<file path="src/rtl/extint_pkg.sv">
// Package: register addresses shared by the controller and its register file.
package extint_pkg;
    localparam int ADDR_W = 4;
    localparam logic [ADDR_W-1:0] A_MSET  = 4'd0;  // mask set, write ones
    localparam logic [ADDR_W-1:0] A_MCLR  = 4'd1;  // mask clear, write ones
    localparam logic [ADDR_W-1:0] A_MASK  = 4'd2;  // mask, read only
    localparam logic [ADDR_W-1:0] A_STAT  = 4'd3;  // status, read only
    localparam logic [ADDR_W-1:0] A_SCLR  = 4'd4;  // status clear, write ones
    localparam logic [ADDR_W-1:0] A_ENSET = 4'd5;  // detection enable, write ones
    localparam logic [ADDR_W-1:0] A_ENCLR = 4'd6;  // detection disable, write ones
    localparam logic [ADDR_W-1:0] A_ENRD  = 4'd7;  // enabled lines, read only
    localparam logic [ADDR_W-1:0] A_LVL   = 4'd8;  // 1 = level mode, 0 = edge mode
    localparam logic [ADDR_W-1:0] A_POL   = 4'd9;  // 1 = rising/high, 0 = falling/low
    localparam logic [ADDR_W-1:0] A_FILT  = 4'd10; // spike filter on
    localparam logic [ADDR_W-1:0] A_ASY   = 4'd11; // asynchronous wake path on
    localparam logic [ADDR_W-1:0] A_WONLY = 4'd12; // wake only, no status
endpackage

</file>
<file path="src/rtl/extint_sync_filt.sv">
// Module: extint_sync_filt
// Brings one pin into the clock domain through two flops, then optionally
// filters it. The filter accepts a new level only after FILT_LEN consecutive
// differing samples. Assumes FILT_LEN >= 2.
module extint_sync_filt #(
    parameter int FILT_LEN = 3
) (
    input  logic clk,
    input  logic rst_n,
    input  logic pin,
    input  logic use_filt,
    output logic acc
);
    localparam int CW = $clog2(FILT_LEN + 1);
    localparam logic [CW-1:0] LAST = CW'(FILT_LEN - 1);

    logic ff1, ff2, filt_q;
    logic [CW-1:0] cnt;

    // Two-flop synchronizer for the raw pin.
    always_ff @(posedge clk) begin
        if (!rst_n) begin
            ff1 <= 1'b0;
            ff2 <= 1'b0;
        end else begin
            ff1 <= pin;
            ff2 <= ff1;
        end
    end

    // Spike filter: count consecutive samples that differ from the accepted level.
    always_ff @(posedge clk) begin
        if (!rst_n) begin
            filt_q <= 1'b0;
            cnt    <= '0;
        end else if (!use_filt || (ff2 == filt_q)) begin
            filt_q <= ff2;
            cnt    <= '0;
        end else if (cnt == LAST) begin
            filt_q <= ff2;
            cnt    <= '0;
        end else begin
            cnt <= cnt + 1'b1;
        end
    end

    assign acc = use_filt ? filt_q : ff2;


    filt_hold_chk: assert property (@(posedge clk) disable iff (!rst_n)
        (use_filt && (filt_q != ff2) && (cnt != LAST)) |=> $stable(filt_q));
endmodule

</file>
<file path="src/rtl/extint_detect.sv">
// Module: extint_detect
// Turns one line's accepted level into an event pulse (edge mode) or a
// continuous event (level mode). It also forms the clockless wake hit from
// the raw pin. Assumes acc is already synchronous to clk.
module extint_detect (
    input  logic clk,
    input  logic rst_n,
    input  logic acc,
    input  logic raw,
    input  logic lvl,
    input  logic pol,
    input  logic en,
    input  logic asy,
    output logic evt,
    output logic ahit
);
    logic prev;

    // Remember the previous accepted level for edge detection.
    always_ff @(posedge clk) begin
        if (!rst_n) prev <= 1'b0;
        else        prev <= acc;
    end

    // Select the event by mode and polarity.
    always_comb begin
        if (lvl)      evt = (acc == pol);
        else if (pol) evt = acc & ~prev;
        else          evt = ~acc & prev;
    end

    // Clockless path: raw pin against polarity, gated only by enable and the async bit.
    assign ahit = en & asy & (raw == pol);


    edge_single_chk: assert property (@(posedge clk) disable iff (!rst_n)
        (evt && !lvl) |=> !(evt && !lvl && $stable(pol)));
endmodule

</file>
<file path="src/rtl/extint_regs.sv">
// Module: extint_regs
// Configuration and status registers for N lines. The top line (index N-1)
// has no mask bit. A status bit is set by an enabled, non-wake-only event
// and cleared by a write of ones; a set in the same cycle wins over the clear.
module extint_regs
    import extint_pkg::*;
#(
    parameter int N = 9
) (
    input  logic              clk,
    input  logic              rst_n,
    input  logic              we,
    input  logic [ADDR_W-1:0] addr,
    input  logic [N-1:0]      wdata,
    input  logic [N-1:0]      evt,
    output logic [N-2:0]      mask,
    output logic [N-1:0]      status,
    output logic [N-1:0]      en,
    output logic [N-1:0]      lvl,
    output logic [N-1:0]      pol,
    output logic [N-1:0]      filt,
    output logic [N-1:0]      asy,
    output logic [N-1:0]      wonly,
    output logic [N-1:0]      rdata
);
    logic [N-1:0] set_v, clr_v;

    assign set_v = evt & en & ~wonly;
    assign clr_v = (we && addr == A_SCLR) ? wdata : '0;

    // Configuration writes and status update.
    always_ff @(posedge clk) begin
        if (!rst_n) begin
            mask   <= '0;
            status <= '0;
            en     <= '0;
            lvl    <= '0;
            pol    <= '0;
            filt   <= '0;
            asy    <= '0;
            wonly  <= '0;
        end else begin
            if (we) begin
                case (addr)
                    A_MSET:  mask  <= mask | wdata[N-2:0];
                    A_MCLR:  mask  <= mask & ~wdata[N-2:0];
                    A_ENSET: en    <= en | wdata;
                    A_ENCLR: en    <= en & ~wdata;
                    A_LVL:   lvl   <= wdata;
                    A_POL:   pol   <= wdata;
                    A_FILT:  filt  <= wdata;
                    A_ASY:   asy   <= wdata;
                    A_WONLY: wonly <= wdata;
                    default: ;
                endcase
            end
            status <= (status & ~clr_v) | set_v;
        end
    end

    // Combinational read mux; write-only addresses read zero.
    always_comb begin
        case (addr)
            A_MASK:  rdata = {1'b0, mask};
            A_STAT:  rdata = status;
            A_ENRD:  rdata = en;
            A_LVL:   rdata = lvl;
            A_POL:   rdata = pol;
            A_FILT:  rdata = filt;
            A_ASY:   rdata = asy;
            A_WONLY: rdata = wonly;
            default: rdata = '0;
        endcase
    end


    mask_set_chk: assert property (@(posedge clk) disable iff (!rst_n)
        (we && addr == A_MSET) |=> ((mask & $past(wdata[N-2:0])) == $past(wdata[N-2:0])));

    mask_clr_chk: assert property (@(posedge clk) disable iff (!rst_n)
        (we && addr == A_MCLR) |=> ((mask & $past(wdata[N-2:0])) == '0));

    clear_chk: assert property (@(posedge clk) disable iff (!rst_n)
        (we && addr == A_SCLR) |=> ((status & $past(wdata & ~set_v)) == '0));

    set_wins_chk: assert property (@(posedge clk) disable iff (!rst_n)
        (set_v != '0) |=> ((status & $past(set_v)) == $past(set_v)));

    dis_no_set_chk: assert property (@(posedge clk) disable iff (!rst_n)
        ((status & ~$past(status) & ~$past(en)) == '0));

    wonly_no_set_chk: assert property (@(posedge clk) disable iff (!rst_n)
        ((status & ~$past(status) & $past(wonly)) == '0));
endmodule

</file>
<file path="src/rtl/extint_ctrl.sv">
// Module: extint_ctrl
// Top of the external interrupt line controller: NLINES maskable lines plus
// one non-maskable line at index NLINES. Per line it instantiates a
// synchronizer/filter and a detector, shares one register file, and forms the
// irq, nmi and wake outputs. Assumes sleep logic acts on wake outside the block.
module extint_ctrl
    import extint_pkg::*;
#(
    parameter int NLINES   = 8,
    parameter int FILT_LEN = 3
) (
    input  logic              clk,
    input  logic              rst_n,
    input  logic              reg_we,
    input  logic [ADDR_W-1:0] reg_addr,
    input  logic [NLINES:0]   reg_wdata,
    output logic [NLINES:0]   reg_rdata,
    input  logic [NLINES-1:0] pins_in,
    input  logic              nmi_pin,
    output logic [NLINES-1:0] irq,
    output logic              nmi,
    output logic              wake
);
    localparam int N = NLINES + 1;

    logic [N-1:0] lines, acc, evt, ahit;
    logic [N-1:0] status, en, lvl, pol, filt, asy, wonly;
    logic [N-2:0] mask;
    logic         wake_q;

    assign lines = {nmi_pin, pins_in};

    // One synchronizer/filter and detector per line.
    for (genvar i = 0; i < N; i++) begin : g_line
        extint_sync_filt #(.FILT_LEN(FILT_LEN)) i_sf (
            .clk      (clk),
            .rst_n    (rst_n),
            .pin      (lines[i]),
            .use_filt (filt[i] & ~asy[i]),
            .acc      (acc[i])
        );
        extint_detect i_det (
            .clk   (clk),
            .rst_n (rst_n),
            .acc   (acc[i]),
            .raw   (lines[i]),
            .lvl   (lvl[i]),
            .pol   (pol[i]),
            .en    (en[i]),
            .asy   (asy[i]),
            .evt   (evt[i]),
            .ahit  (ahit[i])
        );
    end

    extint_regs #(.N(N)) i_regs (
        .clk    (clk),
        .rst_n  (rst_n),
        .we     (reg_we),
        .addr   (reg_addr),
        .wdata  (reg_wdata),
        .evt    (evt),
        .mask   (mask),
        .status (status),
        .en     (en),
        .lvl    (lvl),
        .pol    (pol),
        .filt   (filt),
        .asy    (asy),
        .wonly  (wonly),
        .rdata  (reg_rdata)
    );

    // One-cycle wake pulse from enabled wake-only events.
    always_ff @(posedge clk) begin
        if (!rst_n) wake_q <= 1'b0;
        else        wake_q <= |(evt & en & wonly);
    end

    assign irq  = status[N-2:0] & mask;
    assign nmi  = status[N-1];
    assign wake = (|ahit) | wake_q;


    wake_src_chk: assert property (@(posedge clk) disable iff (!rst_n)
        (wake && !(|ahit)) |-> ($past(wonly) != '0));
endmodule

</file>
<file path="config.mk">
export PLATFORM = sky130hd
export DESIGN_NAME = extint_ctrl
export DESIGN_NICKNAME = d
export VERILOG_FILES = /design/src/rtl/extint_pkg.sv /design/src/rtl/extint_sync_filt.sv /design/src/rtl/extint_detect.sv /design/src/rtl/extint_regs.sv /design/src/rtl/extint_ctrl.sv
export SDC_FILE = /design/constraint.sdc
export NUM_CORES = 1
export LEC_CHECK = 0
export ABC_AREA = 0
export ABC_CLOCK_PERIOD_IN_PS = 1700
export BUFFER_PORTS_ARGS = -buffer_cell sky130_fd_sc_hd__buf_2
export CORE_MARGIN = 3
export CORE_UTILIZATION = 60
export DETAILED_ROUTE_END_ITERATION = 8
export HOLD_SLACK_MARGIN = 0.08
export PLACE_DENSITY = 0.8
export SLEW_MARGIN = 20
export SYNTH_ARGS = -nofsm -noshare
export SYNTH_HDL_FRONTEND = slang
export SYNTH_SLANG_ARGS = --single-unit
</file>
<file path="constraint.sdc">
create_clock -name clk -period 1.7 [get_ports clk]
set_input_delay 0.085 -clock clk [delete_from_list [all_inputs] [get_ports clk]]
set_output_delay 0.085 -clock clk [all_outputs]
set_load 0.02 [all_outputs]
</file>
After elaboration in Yosys (flattened, before gate mapping)
Index checks and enable logic that the tools add are counted.
- logic and storage cells: 297
- output and inout port bits: 19
- bits in registers: 126
- input port bits: 25
- bitwise logic cells: 88
- equal/unequal tests: 48
- reductions and logical operators: 49
- $add $sub $neg: 9
- multiplexer cells: 49
- operator list (cell ; number):
    one-hot mux 9 bit (8 select lines) ; 1
    AND 1 bit ; 45
    AND 9 bit ; 5
    two-way mux 1 bit ; 45
    NOT 1 bit ; 28
    equality test 1 bit ; 27
    NOT 9 bit ; 3
    OR reduction 3 bit ; 9
    nonzero test 2 bit ; 11
    equality test 4 bit (second input constant) ; 5
    adder 2 x 1 -> 2 bit (second input constant) ; 9
    equality test 2 bit (second input constant) ; 9
    OR 9 bit ; 2
    one-hot mux 9 bit (2 select lines) ; 1
    OR reduction 9 bit ; 2
    AND 8 bit ; 2
    equality test 4 x 3 -> 1 bit (second input constant) ; 4
    one-hot mux 8 bit (2 select lines) ; 1
    AND reduction 2 bit ; 7
    logical NOT 1 bit ; 9
    logical OR 1 bit ; 9
    two-way mux 9 bit ; 1
    equality test 4 x 2 -> 1 bit (second input constant) ; 2
    NOT 8 bit ; 1
    5 further kinds ; 5

Depth between registers and ports, before layout
- depth in word-level cells: 10
- mapped depth: 7
- gate-level depth less buffers: 6

By module
A second synthesis with hierarchy kept.
- cells, all modules: 693
- area total of the unflattened synthesis: 6239.7 µm²
- modules (own cells, without submodules) (module ; area each (µm²) ; cells an instance ; instances ; seq. area each (µm²)):
    extint_regs ; 3726.1 ; 433 ; 1 ; 1421.4
    extint_sync_filt ; 190.2 ; 17 ; 9 ; 100.1
    extint_detect ; 65.1 ; 8 ; 9 ; 20.0
    extint_ctrl ; 216.5 ; 35 ; 1 ; 20.0

Worst setup path after synthesis
Ideal clock, no wire load.
- path kind: register to register
- start point: reg i_regs.asy[8]
- end point: reg wake_q
- arrival: 1.297 ns
- clock period less this slack: 1.417 ns
- buffers on the path: 0
- cell stages (with the launch flop): 7
- slack: 0.283 ns
- library setup time: 0.120 ns
- required time: 1.580 ns
- cell sequence: dfxtp_1 nand2b_1 mux2i_1 xor2_1 nand4_1 o2111ai_1 o31a_1
- longest elaborated chain between the ends: 10
- elaborated cells on any way between the ends: 12
- classes of those cells: eq/ne (1); mux (3); bitwise (7); reduce/logical (1)
- RTL lines (item ; RTL line ; text):
    from (decl) ; extint_regs.sv:22 ; output logic [N-1:0] asy,
    from (signal assigned) ; extint_regs.sv:52 ; A_ASY: asy <= wdata;
    NOT 1 bit * ; extint_ctrl.sv:39 ; .use_filt (filt[i] & ~asy[i]),
    AND 1 bit * ; extint_ctrl.sv:39 ;
    two-way mux 1 bit * ; extint_sync_filt.sv:47 ; assign acc = use_filt ? filt_q : ff2;
    NOT 1 bit ; extint_detect.sv:29 ; else evt = ~acc & prev;
    AND 1 bit ; extint_detect.sv:29 ;
    two-way mux 1 bit ; extint_detect.sv:28 ; else if (pol) evt = acc & ~prev;
    two-way mux 1 bit * ; extint_detect.sv:27 ; if (lvl) evt = (acc == pol);
    AND 9 bit * (2 in a row) ; extint_ctrl.sv:77 ; else wake_q <= |(evt & en & wonly);
    OR reduction 9 bit * ; extint_ctrl.sv:77 ;
    to (signal assigned) ; extint_ctrl.sv:77 ;
    to (decl) ; extint_ctrl.sv:29 ; logic wake_q;
Mark *: on every way between the ends. The rest lies on a longest branch, timed or not.
A chain may end at the register's enable or synchronous reset.

Worst setup path after layout
- start point: reg i_regs.pol[3]
- end point: out wake
- longest elaborated chain between the ends: 4
- RTL lines (item ; RTL line ; text):
    from (decl) ; extint_regs.sv:20 ; output logic [N-1:0] pol,
    from (signal assigned) ; extint_regs.sv:50 ; A_POL: pol <= wdata;
    equality test 1 bit ; extint_detect.sv:33 ; assign ahit = en & asy & (raw == pol);
    AND 1 bit ; extint_detect.sv:33 ;
    OR reduction 9 bit ; extint_ctrl.sv:82 ; assign wake = (|ahit) | wake_q;
    OR 1 bit ; extint_ctrl.sv:82 ;
    to (decl) ; extint_ctrl.sv:22 ; output logic wake
No other way between the ends.

==> impl_results.md <==
- Seq cells post-synth: 126
- Drt pass-1 iters: 6
- Post-synth ARST share: 0%
- Vias in the first global route: 5410
- Placed cells: 835
- Core Util, Final: 80.4%
- Max Root-Sink Buffers: 2
- Setup TNS after final layout: -1110 ps
- Fillers: 619
- Hold Path Stages: 3
- TritonCTS clock tree: yes
- Worst Path Arrival: 1830 ps
- Leak Pwr: 2.89 nW
- Placer Congestion: 0.986
- Vias: 5542
- Switching power share of the total: 22.8%
- Via density: 6.10
- Sink Count: 126
- Count leader, synth: dfxtp_1
- Total CTS buffers: 17
- Clk pwr share: 52.8%
- Synth area leaders: dfxtp_1 44%, a21oi_1 6.2%, nand3_1 5.0%
- Final period utilization: 113%
- Final setup margin: -215 ps
- RSZ-0062 raised after global routing: true
- Cell Area, Synth: 5760 sq um
- HP Class: input pin to register
- Hold slack: 108 ps
- Setup crit start kind: register
- Most instantiated cells after synthesis: 126 x dfxtp_1, 71 x a21oi_1, 71 x nand2_1
- Final Hold Vio Count: 0
- Final #Nets: 801
- Area leader, netlist: dfxtp_1
- Largest net degree at the start of global routing: 86
- Wire per inst: 19.0 um
- Share of the yosys chip area belonging to registers: 43.8%
- Routed Antenna Nets: 0
- Power Total: 7.55 mW
- Status: finished, violations left
- Post-synth EDFFs: 0
- Cell Rows: 35
- VDD IR-drop max: 0.851 mV
- Slew headroom: 47.7%
- All-Layer GR Usage: 31.7%
- Area share of the largest cell type after synthesis: 43.8%
- Yosys warnings: 0
- Crit path max fanout: 2
- Failing checks: setup timing
- Final setup vio count: 9
- Starting Density: 62.0%
- Antenna violations before repair: 0
- Cells after synthesis: 667
- Routed wire length: 17200 um
- Required time worst endpoint: 1620 ps
- Worst clock skew: 9.32 ps
- NetSw: 1.72 mW
- HPWL Detailed: 10800 um
- Share of layout cells above drive strength 1: 24.0%
- WS Path Type: register to output pin
- Critical Path End Type: output pin
- First-pass GRT wire length: 27500 um
- Root Driver: clkbuf_8
- Die H: 104 um
- I/O Buffers: 43
- Die area: 10800 sq um
- Top Ports: 44
- Area delta synth->final: 29.6%
- H-tree Lvls: 4
- DRT iter0 DRCs: 694
- Max-slew violations: 0
- Combinational group share of total power: 6.9%
- Internal: 5.83 mW
- DRC errors left: 0
- Gr ovfl total: 0
- Die width: 104 um
- Synth unique cells: 52
- Ant. Diodes: 0
- Worst R2R Path Depth: 7
- Slew @ Worst Pin: 783 ps
- Sequential fraction of design power: 40.4%
- PD cells: 1010 nW/um^2
- Core Box Area: 9280 sq um
- Fin crit period: 1920 ps
- Avg Inst Size Synth: 8.63 sq um
- Non-Filler Instances: 909
- Worst-skew pair later-pin latency: 530 ps
- Peak Freq: 522 MHz
- Max cap viols: 0
- Post-synth top flop: dfxtp_1
- Syn Nets: 701
- Clock-pin slew of the registers on the worst-case setup and hold paths: 60 ps
## cell usage in the layout, fill, tap and decap left out, drive strengths merged, types with 10 or more instances in the layout
master,synthesis,routed
nor2,60,60
mux2i,25,25
dlygate4sd3,0,25
nand3,58,58
a21oi,72,72
o21ai,19,19
a211oi,10,10
clkbuf,21,19
dfxtp,126,126
and2,30,30
xor2,18,18
nand2,73,73
inv,18,19
buf,24,101
xnor2,12,12
nand2b,17,17
## critical path, stage by stage (launching register included)
cell and delay (ps):
dfxtp_1 320, xnor2_1 150, nand3_1 120, nand4_1 200, a311oi_2 230, nand3_1 130, buf_6 150
## worst paths after layout
kind	from	to	slack, ps
setup reg to reg	i_regs.asy[3]	wake_q	-70
hold reg to reg	g_line[4].i_sf.cnt[0]	g_line[4].i_sf.cnt[0]	410
hold / removal	reg_addr[0]	register	110
setup / recovery	i_regs.pol[3]	wake	-220
## cells by family after synthesis
| kind of cell | after synthesis | synth area share, % |
|---|---|---|
| and+or+nand+nor | 261 | 23.0 |
| buffers and inverters | 63 | 5.02 |
| muxes | 29 | 5.32 |
| adders and majority gates | 9 | 1.96 |
| xor gates and xnor gates | 30 | 4.56 |
| DFF | 126 | 43.8 |
| AOI/OAI and AO/OA | 149 | 16.4 |
## routing by layer
metal  GRT usage (%)  part of all wire (%)  vias to the layer above  routed length [um]
met3            8.44                    10                       86                1730
met1            38.4                    38                     2587                6570
li1                -                     -                     2535                   -
met4            16.3                   4.6                        0                 798
met2            51.9                    47                      334                8150
met5               0                     0                        -                   0
## stage by stage
stage                     area [sq um]  setup WS (ps)
after floorplan                   5760            283
after global placement            6240          -89.7
after detailed placement          6240          -83.3
after CTS                         7340           -230
after global routing              7460           -306
final                             7460           -215
## power by group through the flow
stage / sequential (mW) / combinational (mW) / clock (mW)
after floorplan: 3.10 / 0.279 / 0
after global placement: 3.11 / 0.418 / 0
after detailed placement: 3.11 / 0.428 / 0
after CTS: 3.05 / 0.492 / 4.01
after global routing: 3.05 / 0.548 / 4.15
final: 3.05 / 0.517 / 3.98
## layout make-up
class                           count  area [sq um]  area share (%)
Clock inverter                     13           210            2.82
Multi-Input combinational cell    478          3050            40.8
Tap cell                          129           161            2.16
Sequential cell                   126          2560            34.3
Inverter                           18          67.6           0.906
Timing Repair Buffer              126           972            13.0
Clock buffer                       19           442            5.92
## timing repair
item                                    in CTS  in global routing
hold buffers                                25                  0
pin swaps                                   13                 16
gates resized for setup                     47                 18
buffers inserted                            10                  7
hold endpoints to repair                    89                  0
endpoints found under the setup margin      10                 11
Power figures use the tool's default switching activity.
